`config.mk`:
```
export PLATFORM = sky130hd
export DESIGN_NAME = divCounter
export DESIGN_NICKNAME = d
export VERILOG_FILES = /design/src/rtl/div_counter_pkg.sv /design/src/rtl/cnt_ctrl.sv /design/src/rtl/cnt_datapath.sv /design/src/rtl/div_counter.sv
export SDC_FILE = /design/constraint.sdc
export NUM_CORES = 1
export LEC_CHECK = 0
export BUFFER_PORTS_ARGS = -buffer_cell sky130_fd_sc_hd__buf_2
export CORE_AREA = 2 2 40 42
export DETAILED_ROUTE_END_ITERATION = 8
export DIE_AREA = 0 0 42 44
export PLACE_DENSITY = 0.68
export SYNTH_ARGS = -nofsm -noshare
export SYNTH_HDL_FRONTEND = slang
export SYNTH_SLANG_ARGS = --single-unit
```
`constraint.sdc`:
```
create_clock -name clk -period 1.5 [get_ports clk]
set_input_delay 0.225 -clock clk [delete_from_list [all_inputs] [get_ports clk]]
set_output_delay 0.225 -clock clk [all_outputs]
set_load 0.01 [all_outputs]
```
`src/rtl/div_counter_pkg.sv`:
```
package div_counter_pkg;
  typedef struct packed {
    logic load;   // copy parallel input into the register
    logic inc;    // advance by one
  } cntStrobes_t;
endpackage

```
`src/rtl/cnt_ctrl.sv`:
```
module cntCtrl
  import div_counter_pkg::*;
(
  input  logic        loadEn,
  input  logic        cntEnN,
  input  logic        reloadOnTc,
  input  logic        atTerminal,
  output cntStrobes_t strobes
);
  logic enabled;
  logic tcReload;

  assign enabled  = ~cntEnN;
  assign tcReload = enabled & reloadOnTc & atTerminal;

  always_comb begin
    strobes = '0;
    if (loadEn) begin
      strobes.load = 1'b1;
    end else if (tcReload) begin
      strobes.load = 1'b1;
    end else if (enabled) begin
      strobes.inc = 1'b1;
    end
  end

  always_comb begin
    assert (!(strobes.load && strobes.inc));
  end
endmodule

```
`src/rtl/cnt_datapath.sv`:
```
module cntDatapath
  import div_counter_pkg::*;
#(
  parameter int WIDTH = 8
) (
  input  logic             clk,
  input  logic             rstN,
  input  cntStrobes_t      strobes,
  input  logic [WIDTH-1:0] parIn,
  output logic [WIDTH-1:0] count,
  output logic             atTerminal
);
  localparam logic [WIDTH-1:0] ALL_ONES = {WIDTH{1'b1}};
  localparam logic [WIDTH-1:0] ONE      = {{(WIDTH-1){1'b0}}, 1'b1};

  logic [WIDTH-1:0] countQ;
  logic [WIDTH-1:0] countD;

  always_comb begin
    countD = countQ;
    if (strobes.load) begin
      countD = parIn;
    end else if (strobes.inc) begin
      countD = countQ + ONE;
    end
  end

  always_ff @(posedge clk or negedge rstN) begin
    if (!rstN) begin
      countQ <= '0;
    end else begin
      countQ <= countD;
    end
  end

  assign count      = countQ;
  assign atTerminal = (countQ == ALL_ONES);

  AST_LOAD_TAKES_DATA: assert property (@(posedge clk) disable iff (!rstN)
    strobes.load |=> countQ == $past(parIn));

  AST_INC_BY_ONE: assert property (@(posedge clk) disable iff (!rstN)
    (strobes.inc && !strobes.load) |=> countQ == $past(countQ) + ONE);

  AST_IDLE_HOLDS: assert property (@(posedge clk) disable iff (!rstN)
    (!strobes.inc && !strobes.load) |=> $stable(countQ));
endmodule

```
`src/rtl/div_counter.sv`:
```
module divCounter
  import div_counter_pkg::*;
#(
  parameter int WIDTH = 8
) (
  input  logic             clk,
  input  logic             rstN,
  input  logic             cntEnN,
  input  logic             loadEn,
  input  logic             reloadOnTc,
  input  logic [WIDTH-1:0] parIn,
  output logic [WIDTH-1:0] count,
  output logic             tcN
);
  cntStrobes_t strobes;
  logic        atTerminal;

  cntCtrl u_ctrl (
    .loadEn     (loadEn),
    .cntEnN     (cntEnN),
    .reloadOnTc (reloadOnTc),
    .atTerminal (atTerminal),
    .strobes    (strobes)
  );

  cntDatapath #(.WIDTH(WIDTH)) u_dp (
    .clk        (clk),
    .rstN       (rstN),
    .strobes    (strobes),
    .parIn      (parIn),
    .count      (count),
    .atTerminal (atTerminal)
  );

  assign tcN = ~atTerminal;

  AST_TC_FLAG_MATCHES: assert property (@(posedge clk) disable iff (!rstN)
    1'b1 |-> (tcN == (count != {WIDTH{1'b1}})));

  AST_TC_RELOAD: assert property (@(posedge clk) disable iff (!rstN)
    (!loadEn && !cntEnN && reloadOnTc && !tcN) |=> count == $past(parIn));

  AST_LOAD_PRIORITY: assert property (@(posedge clk) disable iff (!rstN)
    (loadEn && !cntEnN) |=> count == $past(parIn));

  AST_HOLD_PORTS: assert property (@(posedge clk) disable iff (!rstN)
    (!loadEn && cntEnN) |=> $stable(count));

  AST_NO_EARLY_RELOAD: assert property (@(posedge clk) disable iff (!rstN)
    (!loadEn && !cntEnN && tcN) |=> count == $past(count) + 1'b1);
endmodule

```
Word-level counts from Yosys, hierarchy flattened
Index checks and enable logic that the tools add are counted.
{"block": "classes", "n_addsub": 1, "mul": 0, "div": 0, "n_lt_le_gt_ge": 0, "eq_ne": 1, "shift": 0, "muxes": 7, "bitwise_logic": 4, "n_reduce_logical": 1}
{"op": "8-bit two-way mux", "count": 2}
{"op": "8-bit by 1-bit adder with 8-bit output, second input constant", "count": 1}
{"op": "8-bit == test, second input constant", "count": 1}
{"op": "1-bit two-way mux", "count": 5}
{"op": "1-bit bitwise AND", "count": 2}
{"op": "1-bit NOT", "count": 2}
{"op": "2-bit nonzero test", "count": 1}
{"block": "word_totals", "reg_bits": 8, "latch_bits": 0, "ramBits": 0, "mem_bits_ro": 0, "inputBits": 13, "mem_count": 0}

Logic depth before layout (Yosys ltp)
Gate-level depths: netlist (run 1).
{"block": "logic_depth", "depth_word": 7, "depth_mapped": 5}

Hierarchy
A second synthesis (run 1) with hierarchy kept.
{"block": "unflattened", "cells_unflattened": 55, "area_unflattened_um2": 483.0}
{"mod": "cntDatapath", "instances": 1, "cells_per_inst": 51, "area_per_inst_um2": 455.4, "seq_area_each_um2": 200.2}
{"mod": "cntCtrl", "instances": 1, "cells_per_inst": 3, "area_per_inst_um2": 23.8, "seq_area_each_um2": 0.0}
{"mod": "divCounter", "instances": 1, "cells_per_inst": 1, "area_per_inst_um2": 3.8, "seq_area_each_um2": 0.0}

Worst setup path after synthesis (run 1)
No wires, ideal clock.
{"block": "synth_timing", "path_type": "reg2reg", "from": "register u_dp.countQ[0], in the netlist u_dp.count[0]", "to": "register u_dp.countQ[3], in the netlist u_dp.count[3]", "setup_ns": 0.076, "arrival_time_ns": 1.414, "required_time_ns": 1.424, "setup_slack_ns": 0.010, "path_stages_with_launch": 6, "path_buffers": 0, "cell_sequence": "dfrtp_1 ha_1 nand4_4 or2_1 o311a_1 o21ai_1"}
{"block": "synth_between", "elab_chain_cells": 5, "elab_cells_between_ends": 10, "classes_between": "add/sub: 1; eq/ne: 1; mux: 6; bitwise: 1; reduce/logical: 1"}
{"item": "start, declared", "line": "cnt_datapath.sv:16", "source": "logic [WIDTH-1:0] countQ;"}
{"item": "start signal, assigned", "line": "cnt_datapath.sv:32", "source": "countQ <= countD;"}
{"item": "branches (longest 5 deep; another with 8-bit by 1-bit adder with 8-bit output)"}
Parallel ways; which one is timed is not known. The select of a mux whose other input is x is not followed.
A chain may end at the register's enable or synchronous reset.

Final worst setup path (run 1)
{"block": "layout_timing", "from": "register u_dp.countQ[0], in the netlist u_dp.count[0]", "to": "output tcN"}
{"block": "layout_between", "elab_chain_cells": 2}
{"item": "8-bit == test", "line": "cnt_datapath.sv:37", "source": "assign atTerminal = (countQ == ALL_ONES);"}
{"item": "1-bit NOT", "line": "div_counter.sv:35", "source": "assign tcN = ~atTerminal;"}
{"item": "end, declared", "line": "div_counter.sv:13", "source": "output logic tcN"}
No other way between the ends.

==> results of run 1 <==
## path summary, 6_finish.rpt
kind,from,to,cells past startpoint
min reg2reg,u_dp.count[7],u_dp.count[7],2
min,parIn[1],u_dp.count[1],3
min in group asynchronous,rstN,u_dp.count[7],2
max in group asynchronous,rstN,u_dp.count[6],2
max reg2reg,u_dp.count[0],u_dp.count[3],6
max,u_dp.count[0],tcN,4
## per-stage QoR
step	hold slack, ns	std cells
after floorplan	-0.0706	58
after global placement	0.0812	98
after detailed placement	0.0845	98
after CTS	0.171	103
after global routing	0.177	105
final	0.179	105
## critical path: stages, from the launching register on
cell	delay, ns
dfrtp_1	0.39
ha_4	0.16
nand4_4	0.07
or3_1	0.31
buf_2	0.14
## cells by family (layout without fill, tap and decap cells)
group,after synthesis,in the layout,synth area share [%]
DFF,8,8,37.2
muxes,1,1,1.86
xor gates and xnor gates,4,4,6.51
buffers and inverters,6,37,4.42
AOI/OAI and AO/OA,16,16,23.7
adders and majority gates,1,1,2.33
and+or+nand+nor,22,22,24.0
## power breakdown
| group | switching [mW] | internal (mW) | total (mW) |
|---|---|---|---|
| combinational | 0.0924 | 0.0979 | 0.190 |
| clock | 0.0734 | 0.0916 | 0.165 |
| sequential | 0.0300 | 0.240 | 0.270 |
## metal layers
| layer | part of all wire (%) | GRT usage, % |
|---|---|---|
| met1 | 46 | 20.6 |
| met2 | 49 | 24.7 |
| met3 | 3.9 | 4.17 |
| met4 | 0.44 | 7.74 |
| met5 | 0 | 0 |
## repair_timing
action,CTS,global route
hold endpoints to repair,8,0
hold buffers,1,0
setup endpoints to repair,1,9
gates resized for setup,2,3
pin swaps,2,4
buffers inserted,1,3
## layout make-up
type / count / area, um2
flip-flops and latches: 8 / 200
multi-input cells: 44 / 333
inverters: 4 / 15.0
repair buffers: 30 / 179
well taps: 16 / 20.0
clock buffers: 3 / 22.5
fillers: 129 / 649
## layout by cell type, fill, tap and decap left out, types with 2 or more instances in the layout
cell type   n
buf_4       7
nand2_1    10
clkbuf_4    3
inv_1       4
xnor2_1     3
nor3_1      2
o41a_1      2
o21ai_1     6
dfrtp_1     8
buf_2      21
or3_1       2
a21oi_1     2
==> results_dict.tcl, run 1 <==
set metrics [dict create \
    status "finished with violations" \
    violations "setup timing" \
    synthCells 58 \
    ir_worst_vdd_v 0.000498 \
    yosys.area.top_type "dfrtp_1" \
    remaining_drc_errors 0 \
    initial_utilization_pct 37.9 \
    ioPinCount 22 \
    r2r_setup_slack_ns 0.02 \
    rows 14 \
    synthesis.area_um2 538 \
    grt_pass1_vias 493 \
    ys_seq_elements 8 \
    drv_cap 0 \
    grt_max_degree 14 \
    synth-edff-count 0 \
    synth_most_common_cell "nand2_1" \
    globalRoute.totalOverflow 0 \
    grt_usage_pct 15.9 \
    worstPathArrival_ns 1.31 \
    utilization_pct 54.2 \
    cts_sinks 8 \
    core_um2 1420 \
    rsz0062_at_grt "yes" \
    final-setup-viol-count 1 \
    slew_headroom_pct 81.5 \
    root_buffer "clkbuf_4" \
    wl_mm 1.35 \
    dpl.hpwl_mm 1.01 \
    antenna_found_initial 0 \
    leakage_nw 0.342 \
    finalMaxSlewViolations 0 \
    clock_skew_ns 0.000689 \
    crit_path_end_kind "output pin" \
    avgSynthCellArea_um2 9.28 \
    critPathKind "flop to output pin" \
    via_count 538 \
    synth_top_area_share_pct 37.2 \
    finalPower_mw 0.625 \
    yosysUniqueCellTypes 27 \
    drtAntennaViolNets 0 \
    routedWlPerCell_um 12.9 \
    setup_tns_ns -0.0320 \
    pre_cts_ws_ns 0.0395 \
    worstSkewPairLatency_ns 0.25 \
    port-buffer-count 21 \
    firstDrtPassIters 4 \
    final_nets 105 \
    hold_viol_final 0 \
    ys_top_cells_by_area "dfrtp_1 37%, nand2_1 7.0%, o21ai_1 5.6%" \
    cellPowerDensity_nw_per_um2 812 \
    syn_to_final_growth_pct 43.0 \
    via_per_inst 5.12 \
    synth.net_count 72 \
    cts.clk_slew.worst_paths_ns 0.06 \
    worst_pin_slew_ns 0.277 \
    die_w_um 42 \
    fin_crit_ns 1.53 \
    clock.fmax_mhz 653 \
    largest_register_ffs 8 \
    synthTopCellsByCount "10 x nand2_1, 8 x dfrtp_1, 6 x o21ai_1" \
    cts_tree "built" \
    drtIter0Drc 11 \
    place_congestion 0.723 \
    ys_seq_area_share_pct 37.2 \
    worstPathMaxFanout 2 \
    numCtsBuffers 3 \
    place_area_um2 692 \
    async_reset_ff_share_pct 100 \
    yosysWarningCount 0 \
    cp.required_ns 1.27 \
    grt_pass1_wl_mm 2.13 \
    htreeDepth 1 \
    diodes 0 \
    worst_slack_ns -0.0320 \
    synth_flop_cell "dfrtp_1" \
    die_h_um 44 \
    crit_path_start_kind "flop" \
    hold_path.class "input pin to flop" \
    drive_gt1_share_pct 43.8 \
    die-area_um2 1850 \
    clockBufferDepth 2 \
    fin_area_um2 769 \
    period_share_pct 102 \
]
Power figures use the tool's default switching activity.
==> run 2, diff against run 1 <==
--- a/config.mk
+++ b/config.mk
@@ -9,7 +9,8 @@
 export CORE_AREA = 2 2 40 42
 export DETAILED_ROUTE_END_ITERATION = 8
 export DIE_AREA = 0 0 42 44
-export PLACE_DENSITY = 0.68
+export PLACE_DENSITY = 0.67
+export RECOVER_POWER = 100
 export SYNTH_ARGS = -nofsm -noshare
 export SYNTH_HDL_FRONTEND = slang
 export SYNTH_SLANG_ARGS = --single-unit
==> run 2 against run 1 <==
- the run still ends with setup timing left
- fmax decreased by 4.9%
- sequential power hardly changed
- non-clock buffer count increased by 1
- first-iteration DRC count is 9.1% higher
- largest cell class unchanged
- highest routed layer unchanged
==> results_dict.tcl, run 2 (synthesized netlist as in run 1, its figures left out) <==
set metrics [dict create \
    htreeDepth 1 \
    drtIter0Drc 12 \
    globalRoute.totalOverflow 0 \
    ir_worst_vdd_v 0.000474 \
    swShare_pct 32.9 \
    initial_utilization_pct 37.9 \
    dpl.hpwl_mm 1.02 \
    worst_pin_slew_ns 0.459 \
    via_count 545 \
    final_common_cell "buf_2" \
    antenna_found_initial 0 \
    violations "setup timing" \
    cp.required_ns 1.27 \
    largest_register_ffs 8 \
    slew_headroom_pct 69.4 \
    multi_input_area_um2 343 \
    firstDrtPassIters 4 \
    hold_viol_final 0 \
    fin_crit_ns 1.61 \
    finalMaxSlewViolations 0 \
    final-setup-viol-count 3 \
    die_w_um 42 \
    hold_path.class "input pin to flop" \
    cp_cell_sequence "ha_4 > nand4_4 > or3_1 > buf_2" \
    crit_path_start_kind "flop" \
    grt_max_degree 14 \
    worst_slack_ns -0.110 \
    rsz0062_at_grt "yes" \
    p_switching_mw 0.208 \
    wl_mm 1.38 \
    clock_skew_ns 0.0114 \
    grt_pass1_wl_mm 2.13 \
    drv_cap 0 \
    seqCellArea_um2 200 \
    worstRegToRegCells 7 \
    critPathKind "flop to output pin" \
    leakage_nw 0.323 \
    core_um2 1420 \
    cellPowerDensity_nw_per_um2 827 \
    final_nets 106 \
    port-buffer-count 21 \
    ioPinCount 22 \
    via_per_inst 5.14 \
    pwr-share-clk_pct 27.5 \
    place_congestion 0.708 \
    nFillCells 142 \
    rr_endpoint "u_dp.count[3]" \
    pwr-share-seq_pct 42.8 \
    r2r_setup_slack_ns -0.02 \
    remaining_drc_errors 0 \
    clock.fmax_mhz 621 \
    rows 14 \
    crit_path_top_delay_cell "dfrtp_1" \
    root_buffer "clkbuf_4" \
    cts_tree "built" \
    period_share_pct 107 \
    min_from "parIn[5]" \
    die_h_um 44 \
    hold_path_depth 3 \
    status "finished with violations" \
    p_int_mw 0.425 \
    diodes 0 \
    r2r_start "u_dp.count[0]" \
    grt_usage_pct 16.1 \
    drtAntennaViolNets 0 \
    p_comb_share_pct 29.6 \
    grt_pass1_vias 470 \
    critPathMaxStageDelay_ns 0.39 \
    hold_end "u_dp.count[5]" \
    worstSkewPairLatency_ns 0.26 \
    routedWlPerCell_um 13.0 \
    utilization_pct 54.0 \
    cts.clk_slew.worst_paths_ns 0.06 \
    numCtsBuffers 3 \
    pre_cts_ws_ns 0.0313 \
    worstPathMaxFanout 2 \
    syn_to_final_growth_pct 42.3 \
    drive_gt1_share_pct 37.8 \
    final_cell_mix "15 x buf_2, 10 x nand2_1, 8 x clkbuf_1, 8 x dfrtp_1" \
    clockBufferDepth 2 \
    crit_path_end_kind "output pin" \
    die-area_um2 1850 \
    cts_sinks 8 \
    worstPathArrival_ns 1.39 \
]
==> run 2: per-stage QoR <==
step | total power, mW | hold slack, ns | TNS [ns] | cells | instance area (um2)
2_1_floorplan | 0.358 | -0.0706 | 0 | 58 | 538
3_3_place_gp | 0.441 | 0.0815 | 0 | 98 | 692
3_5_place_dp | 0.446 | 0.0829 | 0 | 98 | 692
4_1_cts | 0.626 | 0.171 | -0.127 | 103 | 737
5_1_grt | 0.676 | 0.191 | -0.398 | 106 | 766
6_report | 0.633 | 0.172 | -0.151 | 106 | 766
==> run 2: final cells by class <==
| type | count | share of cell area [%] |
|---|---|---|
| clock buffers | 3 | 2.94 |
| repair buffers | 31 | 21.6 |
| flip-flops and latches | 8 | 26.1 |
| inverters | 4 | 1.96 |
| well taps | 16 | 2.61 |
| multi-input cells | 44 | 44.8 |
==> run 2: power by group through the flow <==
stage	registers [mW]	logic [mW]	clock network, mW
2_1_floorplan	0.286	0.0723	0
3_3_place_gp	0.269	0.172	0
3_5_place_dp	0.271	0.175	0
4_1_cts	0.268	0.180	0.178
5_1_grt	0.274	0.209	0.193
6_report	0.271	0.187	0.174
==> run 2: worst max-delay path by stage <==
stage,from,endpoint,slack (ns),cells past startpoint
after floorplan,u_dp.count[0],u_dp.count[3],0.01,5
after global placement,u_dp.count[0],tcN,0.1,4
after detailed placement,u_dp.count[1],u_dp.count[3],0.03,5
after CTS,u_dp.count[1],tcN,-0.11,4
after global routing,u_dp.count[0],tcN,-0.14,4
final,u_dp.count[0],tcN,-0.11,4
==> run 2: worst max-delay path, delay by kind of cell, from the launching register on <==
family                     cells  cell delay (ns)
buffers and inverters          1             0.15
adders and majority gates      1             0.16
DFF                            1             0.39
and+or+nand+nor                2             0.42
==> run 2: layer usage <==
metal	vias to the layer above	part of all wire (%)	global-route usage, %
li1	280	-	-
met1	246	47	23.1
met2	17	47	22.5
met3	2	5.1	3.75
met4	0	0.94	7.74
met5	-	0	0
==> run 2: timing repair <==
action,4_1_cts,5_1_grt
resized for setup,2,4
endpoints found under the hold margin,8,0
pin swaps,1,3
hold buffers,1,0
buffers inserted,1,3
endpoints found under the setup margin,1,9
==> run 3, diff against run 2 <==
--- a/config.mk
+++ b/config.mk
@@ -11,6 +11,7 @@
 export DIE_AREA = 0 0 42 44
 export PLACE_DENSITY = 0.67
 export RECOVER_POWER = 100
+export REMOVE_ABC_BUFFERS = 1
 export SYNTH_ARGS = -nofsm -noshare
 export SYNTH_HDL_FRONTEND = slang
 export SYNTH_SLANG_ARGS = --single-unit
==> run 3 against run 2 <==
- the flow still finishes with violations (setup timing)
- power is 1.7% lower
- flip-flop and latch count is the same
- utilization shrank 1.7 points
- design area down 3.1%
- non-clock buffer count down 2
- sequential power about the same
==> results_dict.tcl, run 3 (synthesized netlist as in run 1, its figures left out) <==
set metrics [dict create \
    cts_tree "built" \
    hold_path_depth 3 \
    final-setup-viol-count 2 \
    place_congestion 0.772 \
    worst_slack_ns -0.109 \
    diodes 0 \
    setup_tns_ns -0.115 \
    worstSkewPairLatency_ns 0.26 \
    nFillCells 134 \
    grt_pass1_vias 525 \
    ioPinCount 22 \
    finalMaxSlewViolations 0 \
    fin_area_um2 742 \
    numCtsBuffers 3 \
    via_count 566 \
    final_nets 104 \
    firstDrtPassIters 4 \
    drv_cap 0 \
    core_um2 1420 \
    die_h_um 44 \
    drtAntennaViolNets 0 \
    crit_path_top_delay_cell "dfrtp_1" \
    place_area_um2 677 \
    critPathKind "flop to output pin" \
    rows 14 \
    slew_headroom_pct 68.6 \
    clockBufferDepth 2 \
    final_common_cell "buf_2" \
    violations "setup timing" \
    cts_sinks 8 \
    worstRegToRegCells 6 \
    port-buffer-count 21 \
    crit_path_start_kind "flop" \
    period_share_pct 107 \
    grt_max_degree 14 \
    final_cell_mix "17 x buf_2, 10 x nand2_1, 8 x dfrtp_1, 7 x clkbuf_1, 6 x o21ai_1" \
    ir_worst_vdd_v 0.000432 \
    clock_skew_ns 0.000573 \
    antenna_found_initial 0 \
    grt_pass1_wl_mm 2.30 \
    drive_gt1_share_pct 35.2 \
    worstPathArrival_ns 1.38 \
    largest_register_ffs 8 \
    die_w_um 42 \
    leakage_nw 0.313 \
    globalRoute.totalOverflow 0 \
    hold_viol_final 0 \
    routedWlPerCell_um 13.1 \
    rsz0062_at_grt "yes" \
    cellPowerDensity_nw_per_um2 838 \
    cp.depth 4 \
    path_buf_inv 1 \
    crit_path_end_kind "output pin" \
    clock.fmax_mhz 622 \
    hold_ws_ns 0.180 \
    fin_crit_ns 1.61 \
    syn_to_final_growth_pct 37.9 \
    critPathMaxStageDelay_ns 0.39 \
    cp.required_ns 1.27 \
    worstPathMaxFanout 2 \
    root_buffer "clkbuf_4" \
    cp_cell_sequence "ha_4 > nand4_4 > or3_1 > buf_2" \
    drtIter0Drc 4 \
    die-area_um2 1850 \
    htreeDepth 1 \
    dpl.hpwl_um 991 \
    remaining_drc_errors 0 \
    crit_family "simple AND/OR/NAND/NOR gates" \
    cts.clk_slew.worst_paths_ns 0.06 \
    status "finished with violations" \
    via_per_inst 5.44 \
    worst_pin_slew_ns 0.472 \
    grt_usage_pct 17.0 \
    wl_mm 1.36 \
    initial_utilization_pct 37.9 \
    hold_path.class "input pin to flop" \
]
## run 3: stage by stage
stage | instances | power [mW] | setup slack, ns | utilization [%]
after global placement | 96 | 0.433 | -0.0389 | 47.7
after CTS | 102 | 0.627 | -0.108 | 52.1
final | 104 | 0.622 | -0.109 | 52.3
after floorplan | 56 | 0.352 | 0.00994 | -
after global routing | 104 | 0.653 | -0.165 | 52.3
after detailed placement | 96 | 0.436 | -0.0363 | 47.7
## run 3: area by class of cell
type | count | area, um2 | share of cell area [%]
multi-input combinational | 44 | 333 | 44.9
sequential | 8 | 200 | 27.0
timing repair buffer | 29 | 151 | 20.4
clock buffer | 3 | 22.5 | 3.04
tap | 16 | 20.0 | 2.70
inverter | 4 | 15.0 | 2.02
## run 3: repair_timing
action | CTS | global route
pin swaps | 1 | 1
setup endpoints to repair | 5 | 9
setup buffers | 2 | 2
gates resized for setup | 3 | 1
hold buffers | 1 | 0
hold endpoints to repair | 8 | 0
## run 3: power by group
group	internal, mW	total, mW	switching [mW]
logic	0.0826	0.170	0.0875
registers	0.239	0.272	0.0323
clock network	0.0926	0.180	0.0877
## run 3: worst register-to-register path: cells and delay by family, from the launching register on
family,cells,cell delay [ns]
flops,1,0.39
compound gates,2,0.36
simple gates,2,0.34
buf+inv,1,0.18
fa+ha+maj,1,0.16
## run 3: path summary, 6_finish.rpt
path,from,to,slack (ns)
setup / recovery,u_dp.count[1],tcN,-0.11
hold / removal,parIn[1],u_dp.count[1],0.18
setup reg to reg,u_dp.count[1],u_dp.count[3],-0.01
hold reg to reg,u_dp.count[7],u_dp.count[7],0.60
min in group asynchronous,rstN,u_dp.count[1],0.42
max in group asynchronous,rstN,u_dp.count[3],0.76
## run 3: layer usage
metal | routed length, um | part of all wire [%] | vias to the layer above | global-route usage (%)
met3 | 83 | 6.1 | 7 | 4.17
met4 | 44 | 3.2 | 0 | 7.74
met2 | 629 | 46 | 25 | 28.7
met5 | 0 | 0 | - | 0
li1 | - | - | 276 | -
met1 | 605 | 44 | 258 | 20.5
